## src/rtl/slc_pkg.sv

```systemverilog
package slc_pkg;
  typedef enum logic [1:0] {
    OP_HOLD  = 2'd0,
    OP_COUNT = 2'd1,
    OP_LOAD  = 2'd2,
    OP_CLEAR = 2'd3
  } slc_op_e;
endpackage

```

## src/rtl/slc_ctrl.sv

```systemverilog
module slc_ctrl
  import slc_pkg::*;
(
  input  logic    sclr,
  input  logic    load,
  input  logic    en_p,
  input  logic    en_t,
  output slc_op_e op
);
  always_comb begin
    if (sclr)             op = OP_CLEAR;
    else if (load)        op = OP_LOAD;
    else if (en_p && en_t) op = OP_COUNT;
    else                  op = OP_HOLD;
  end
endmodule

```

## src/rtl/slc_next.sv

```systemverilog
module slc_next
  import slc_pkg::*;
#(
  parameter int WIDTH = 4
) (
  input  slc_op_e          op,
  input  logic [WIDTH-1:0] cur,
  input  logic [WIDTH-1:0] load_val,
  output logic [WIDTH-1:0] nxt,
  output logic             upd
);
  always_comb begin
    upd = 1'b1;
    nxt = cur;
    unique case (op)
      OP_CLEAR: nxt = '0;
      OP_LOAD:  nxt = load_val;
      OP_COUNT: nxt = cur + WIDTH'(1);
      default:  upd = 1'b0;
    endcase
  end
endmodule

```

## src/rtl/sync_load_counter.sv

```systemverilog
module sync_load_counter
  import slc_pkg::*;
#(
  parameter int WIDTH = 4
) (
  input  logic             clk,
  input  logic             rst_n,
  input  logic             sclr,
  input  logic             load,
  input  logic [WIDTH-1:0] load_val,
  input  logic             en_p,
  input  logic             en_t,
  output logic [WIDTH-1:0] count,
  output logic             carry_out
);
  localparam logic [WIDTH-1:0] ALL_ONES = {WIDTH{1'b1}};

  slc_op_e          op;
  logic [WIDTH-1:0] cnt_q, cnt_d;
  logic             cnt_en;

  slc_ctrl u_ctrl (
    .sclr(sclr), .load(load), .en_p(en_p), .en_t(en_t), .op(op)
  );

  slc_next #(.WIDTH(WIDTH)) u_next (
    .op(op), .cur(cnt_q), .load_val(load_val), .nxt(cnt_d), .upd(cnt_en)
  );

  always_ff @(posedge clk or negedge rst_n) begin
    if (!rst_n)      cnt_q <= '0;
    else if (cnt_en) cnt_q <= cnt_d;
  end

  assign count     = cnt_q;
  assign carry_out = en_t && (cnt_q == ALL_ONES);
endmodule

```

## config.mk

```make
export PLATFORM = sky130hd
export DESIGN_NAME = sync_load_counter
export DESIGN_NICKNAME = d
export VERILOG_FILES = /design/src/rtl/slc_pkg.sv /design/src/rtl/slc_ctrl.sv /design/src/rtl/slc_next.sv /design/src/rtl/sync_load_counter.sv
export SDC_FILE = /design/constraint.sdc
export NUM_CORES = 1
export LEC_CHECK = 0
export ABC_AREA = 1
export BUFFER_PORTS_ARGS = -buffer_cell sky130_fd_sc_hd__buf_2
export CAP_MARGIN = 20
export CORE_AREA = 2 2 39 41
export CTS_BUF_LIST = sky130_fd_sc_hd__clkbuf_16
export CTS_CLUSTER_DIAMETER = 150
export CTS_CLUSTER_SIZE = 20
export DETAILED_ROUTE_END_ITERATION = 8
export DIE_AREA = 0 0 41 43
export GPL_TIMING_DRIVEN = 0
export PLACE_DENSITY = 0.48
export SYNTH_ARGS = -nofsm -noshare
export SYNTH_HDL_FRONTEND = slang
export SYNTH_SLANG_ARGS = --single-unit
export TNS_END_PERCENT = 30
```

## constraint.sdc

```tcl
create_clock -name clk -period 2.2 [get_ports clk]
set_clock_uncertainty 0.1 [all_clocks]
set_input_delay 0.33 -clock clk [delete_from_list [all_inputs] [get_ports clk]]
set_output_delay 0.33 -clock clk [all_outputs]
set_load 0.05 [all_outputs]
```

==> results of run 1 <==
## cells in the mapped netlist, drive strengths merged
cell    n  area [um^2]
dfrtp   4          100
ha      1         12.5
inv     4         15.0
nand2  12         52.6
nand3  10         50.1
nand4   1         6.26
nor2    2         7.51
nor3    1         16.3
xor2    1         8.76
## per-layer routing
metal	GRT usage, %	vias to the layer above	share of wire, %
met5	0	-	0
met4	4.00	0	0
met3	7.85	0	6.0
met2	13.1	5	49
met1	12.1	136	45
li1	-	156	-
## how the worst min path moves through the flow
stage / startpoint / end / slack (ps) / depth (start not counted)
2_1_floorplan: rst_n / count[0]$_DFFE_PN0P_ / -70 / 0
3_3_place_gp: rst_n / count[2]$_DFFE_PN0P_ / 40 / 1
3_5_place_dp: rst_n / count[2]$_DFFE_PN0P_ / 40 / 1
4_1_cts: load_val[1] / count[1]$_DFFE_PN0P_ / 270 / 3
5_1_grt: load_val[0] / count[0]$_DFFE_PN0P_ / 300 / 3
6_report: load_val[0] / count[0]$_DFFE_PN0P_ / 270 / 3
## what timing repair did
| item | CTS | global route |
|---|---|---|
| endpoints found under the hold margin | 4 | 0 |
| hold buffers | 1 | 0 |
| resized for setup | 0 | 0 |
## layout make-up
cell class,instances,area (um^2)
flip-flops and latches,4,100
clock buffers,3,75.1
multi-input cells,28,154
fillers,155,940
well taps,16,20.0
inverters,4,15.0
repair buffers,15,80.1
## power by group through the flow
stage          Sequential [mW]  Clock [mW]  Combinational (mW)
2_1_floorplan            0.103           0              0.0148
3_3_place_gp            0.0870           0              0.0525
3_5_place_dp            0.0871           0              0.0530
4_1_cts                 0.0864       0.284              0.0545
5_1_grt                 0.0876       0.292              0.0589
6_report                0.0864       0.277              0.0537
## stage by stage
stage	total power, mW	hold slack [ps]	area (um^2)
global placement	0.140	36.9	359
finish	0.417	270	444
global route	0.439	300	444
CTS	0.424	274	444
detailed placement	0.140	37.7	359
floorplan	0.118	-65.6	269
## logic make-up after synthesis
group / after synthesis / synth area share [%]
buffers and inverters: 4 / 5.58
adder cells (fa/ha/maj): 1 / 4.65
XOR/XNOR: 1 / 3.26
flip-flops: 4 / 37.2
AND/OR/NAND/NOR: 26 / 49.3
## critical path: cells and delay by family (launching register included)
kind / cells / cell delay [ps]
fa+ha+maj: 1 / 230
flops: 1 / 430
buf+inv: 1 / 260
simple gates: 2 / 160
## cells in the final DEF (no fill, tap or decap)
cell type	synthesis	routed
buf_2	0	14
nand2_1	11	11
nand3_1	10	10
dfrtp_1	4	4
inv_1	3	3
clkbuf_16	0	3
nor2_1	2	2
nand2_4	1	1
nor3_4	1	1
inv_2	1	1
xor2_1	1	1
nand4_1	1	1
ha_1	1	1
dlygate4sd3_1	0	1
==> impl_metrics.json, run 1 <==
{
  "crit_fanout": 6,
  "clkLatencyLatePin_ps": 220,
  "die_y_um": 43,
  "pin_count": 15,
  "cts_setup_buffers": 0,
  "drive_above_1_share_pct": 37.0,
  "drt-wirelength-per-cell_um": 9.36,
  "cp-end-kind": "output pin",
  "antenna_left": 0,
  "hold_path_class": "in -> reg",
  "worst_setup_path_start_kind": "flip-flop",
  "fin_ws_ps": 470,
  "ir_drop_mv": 0.770,
  "finalSetupViolCount": 0,
  "final_cells": 70,
  "start_util_pct": 19.4,
  "overflow": 0,
  "area_growth_pct": 65.1,
  "cap_violations": 0,
  "syn_nets": 47,
  "leakagePower_nw": 0.245,
  "dieWidth_um": 41,
  "rsz0062_at_grt": "no",
  "r2r_end": "count[2]$_DFFE_PN0P_",
  "yosysWarnings": 0,
  "place_hpwl_um": 529,
  "crit_start": "count[0]$_DFFE_PN0P_",
  "grt_start_max_net_pins": 7,
  "grt_pass1_vias": 277,
  "syn_area_um2": 269,
  "power_switching_mw": 0.0886,
  "clock_sinks": 4,
  "dp_worst_setup_slack_ps": 695,
  "seq_power_share_pct": 20.7,
  "globalplace.congestion": 0.701,
  "finalCritPeriodShare_pct": 78.6,
  "synth_seq_area_share_pct": 37.2,
  "clkPwrFrac_pct": 66.4,
  "worstPathArrival_ps": 1300,
  "ys_types": 11,
  "dr.pass1.iters": 4,
  "outcome": "finished clean",
  "grt_pass1_wl_um": 1120,
  "tightestPinTransition_ps": 251,
  "cts_max_path_buffers": 2,
  "largest_reg_flops": 4,
  "min_period_ps": 1730,
  "syn_inst": 36,
  "cts.reportedPaths.clkPinSlew_ps": 30,
  "cts_buffers": 3,
  "r2r_cells": 4,
  "slowest_delay_ps": 430,
  "rows": 14,
  "swShare_pct": 21.3,
  "cp-endpoint": "carry_out",
  "grt_use_total_pct": 10.1,
  "p_int_mw": 0.328,
  "crit_chain": "ha_1 -> nand3_1 -> nor2_1 -> buf_2",
  "io_buffers": 14,
  "crit_path_top_delay_cell": "dfrtp_1",
  "core_area_um2": 1380,
  "cp.required_ps": 1770,
  "finish.net_count": 67,
  "reg2reg_slack_ps": 980,
  "cts-root-buf": "clkbuf_16",
  "routed_wl_um": 655,
  "relSlewSlack_pct": 83.4,
  "cts_htree_levels": 1,
  "fin_util_pct": 32.1,
  "fmax_mhz": 578,
  "dpl.cell_count": 66,
  "pwr-share-comb_pct": 12.9,
  "die_area_um2": 1760,
  "drc_errors": 0,
  "power.density_nw_per_um2": 939,
  "antenna_cells": 0,
  "drt_iter0_drc": 5,
  "finalHoldViolCount": 0,
  "antenna_found_initial": 0,
  "finalSetupTns_ps": 0,
  "critical_path_class": "reg -> out",
  "syn_avg_cell_area_um2": 7.47,
  "tritoncts": "built",
  "slew_violations": 0,
  "r2r-start": "count[0]$_DFFE_PN0P_",
  "vias_per_cell": 4.24,
  "postSynthRegisterBits": 4,
  "vias": 297
}
Power figures use the tool's default switching activity.
==> inputs of run 2 (changes only) <==
Clock period 2.2 ns to 1.7 ns, I/O delays scaled along.
==> run 2 against run 1 <==
Effect of this change:
- flip-flop and latch count unchanged
- final cell count up 1.4%
- largest power group unchanged
- critical path type unchanged
- design area up 3.4%
- largest cell class unchanged
- first-iteration DRC count down 100%
==> impl_metrics.json, run 2 (synthesis results as in run 1) <==
{
  "outcome": "finished clean",
  "tightestPinTransition_ps": 248,
  "power.density_nw_per_um2": 1200,
  "critical_path_depth": 4,
  "multi_input_area_um2": 161,
  "die_area_um2": 1760,
  "final_common_cell": "buf_2",
  "finish.net_count": 67,
  "leakagePower_nw": 0.249,
  "drive_above_1_share_pct": 40.0,
  "largest_reg_flops": 4,
  "dr.pass1.iters": 1,
  "rows": 14,
  "tritoncts": "built",
  "cp_top_family": "flip-flops",
  "cp_num_buf_inv": 1,
  "antenna_cells": 0,
  "drt-wirelength-per-cell_um": 9.65,
  "slowest_delay_ps": 410,
  "dpl.cell_count": 66,
  "hold_path_class": "in -> reg",
  "antenna_left": 0,
  "crit_start": "count[1]$_DFFE_PN0P_",
  "r2r_end": "count[2]$_DFFE_PN0P_",
  "grt_pass1_wl_um": 1110,
  "area_growth_pct": 70.7,
  "fmax_mhz": 621,
  "finalCritPeriodShare_pct": 94.7,
  "final_cells": 71,
  "min_from": "load_val[0]",
  "drc_errors": 0,
  "clock_sinks": 4,
  "crit_fanout": 5,
  "pin_count": 15,
  "dieWidth_um": 41,
  "worst_hold_slack_ps": 192,
  "finalSetupTns_ps": 0,
  "worstPathArrival_ps": 1250,
  "ir_drop_mv": 0.695,
  "finalHoldViolCount": 0,
  "io_buffers": 14,
  "rsz0062_at_grt": "no",
  "min_period_ps": 1610,
  "place_area_um2": 368,
  "start_util_pct": 19.4,
  "antenna_found_initial": 0,
  "crit_chain": "ha_1 -> nand3_1 -> nor2_4 -> buf_4",
  "place_hpwl_um": 531,
  "globalplace.congestion": 0.758,
  "cts_buffers": 3,
  "r2r-start": "count[0]$_DFFE_PN0P_",
  "cts_setup_buffers": 0,
  "cts.reportedPaths.clkPinSlew_ps": 30,
  "crit_path_top_delay_cell": "dfrtp_1",
  "grt_use_total_pct": 9.69,
  "slew_violations": 0,
  "finish.instance_area_um2": 459,
  "critical_path_class": "reg -> out",
  "overflow": 0,
  "grt_pass1_vias": 284,
  "grt_start_max_net_pins": 7,
  "cts_max_path_buffers": 2,
  "reg2reg_slack_ps": 490,
  "r2r_cells": 4,
  "drt_iter0_drc": 0,
  "cp-end-kind": "output pin",
  "core_area_um2": 1380,
  "cap_violations": 0,
  "cp-endpoint": "carry_out",
  "fillers": 160,
  "finalSetupViolCount": 0,
  "relSlewSlack_pct": 83.6,
  "cts_htree_levels": 1,
  "mostFrequentLayoutCells": "buf_2 (13), nand2_1 (11), nand3_1 (10)",
  "total_power_mw": 0.550,
  "die_y_um": 43,
  "ff_latch_area_um2": 101,
  "worst_setup_path_start_kind": "flip-flop",
  "vias": 305,
  "vias_per_cell": 4.30,
  "clkLatencyLatePin_ps": 220,
  "routed_wl_um": 685,
  "cp.required_ps": 1340,
  "cts-root-buf": "clkbuf_16"
}
## run 2: changes by cell type in the layout (fill, tap and decap cells not counted), sizes merged
cell and change:
inv +1
## run 2: metal layers
metal  share of wire (%)  track usage, %
met1                  45            10.5
met2                  51            15.3
met3                 4.7            6.28
met4                   0            2.00
met5                   0               0
## run 2: worst min-delay path by stage
stage | to | slack (ps) | depth (start not counted)
2_1_floorplan | count[0]$_DFFE_PN0P_ | -140 | 0
3_3_place_gp | count[2]$_DFFE_PN0P_ | -40 | 1
3_5_place_dp | count[3]$_DFFE_PN0P_ | -40 | 1
4_1_cts | count[0]$_DFFE_PN0P_ | 200 | 3
5_1_grt | count[2]$_DFFE_PN0P_ | 220 | 3
6_report | count[0]$_DFFE_PN0P_ | 190 | 3
## run 2: final cells by class
class | instances | share of cell area [%]
timing repair buffer | 15 | 18.0
inverter | 4 | 3.27
tap | 16 | 4.36
multi-input combinational | 28 | 35.1
sequential | 4 | 22.1
clock buffer | 3 | 16.3
clock inverter | 1 | 0.817
## run 2: worst register-to-register path, stage by stage (launching register included)
cell and delay [ps]:
dfrtp_2 430, ha_1 230, xor2_1 160, nand2_1 70
nand3_1 80
## run 2: timing repair
item,CTS,global route
setup endpoints to repair,0,1
resized for setup,0,2
hold buffers,1,0
hold endpoints to repair,4,0
## run 2: where the power goes
group	switching [mW]	internal, mW
logic	0.0477	0.0228
clock network	0.0638	0.303
registers	0.00923	0.103
total	0.121	0.429
## run 2: per-stage QoR
stage	utilization (%)	worst slack [ps]
finish	33.2	90.5
global route	33.2	18.0
CTS	33.0	13.4
detailed placement	26.6	258
global placement	26.6	258
floorplan	-	3.02
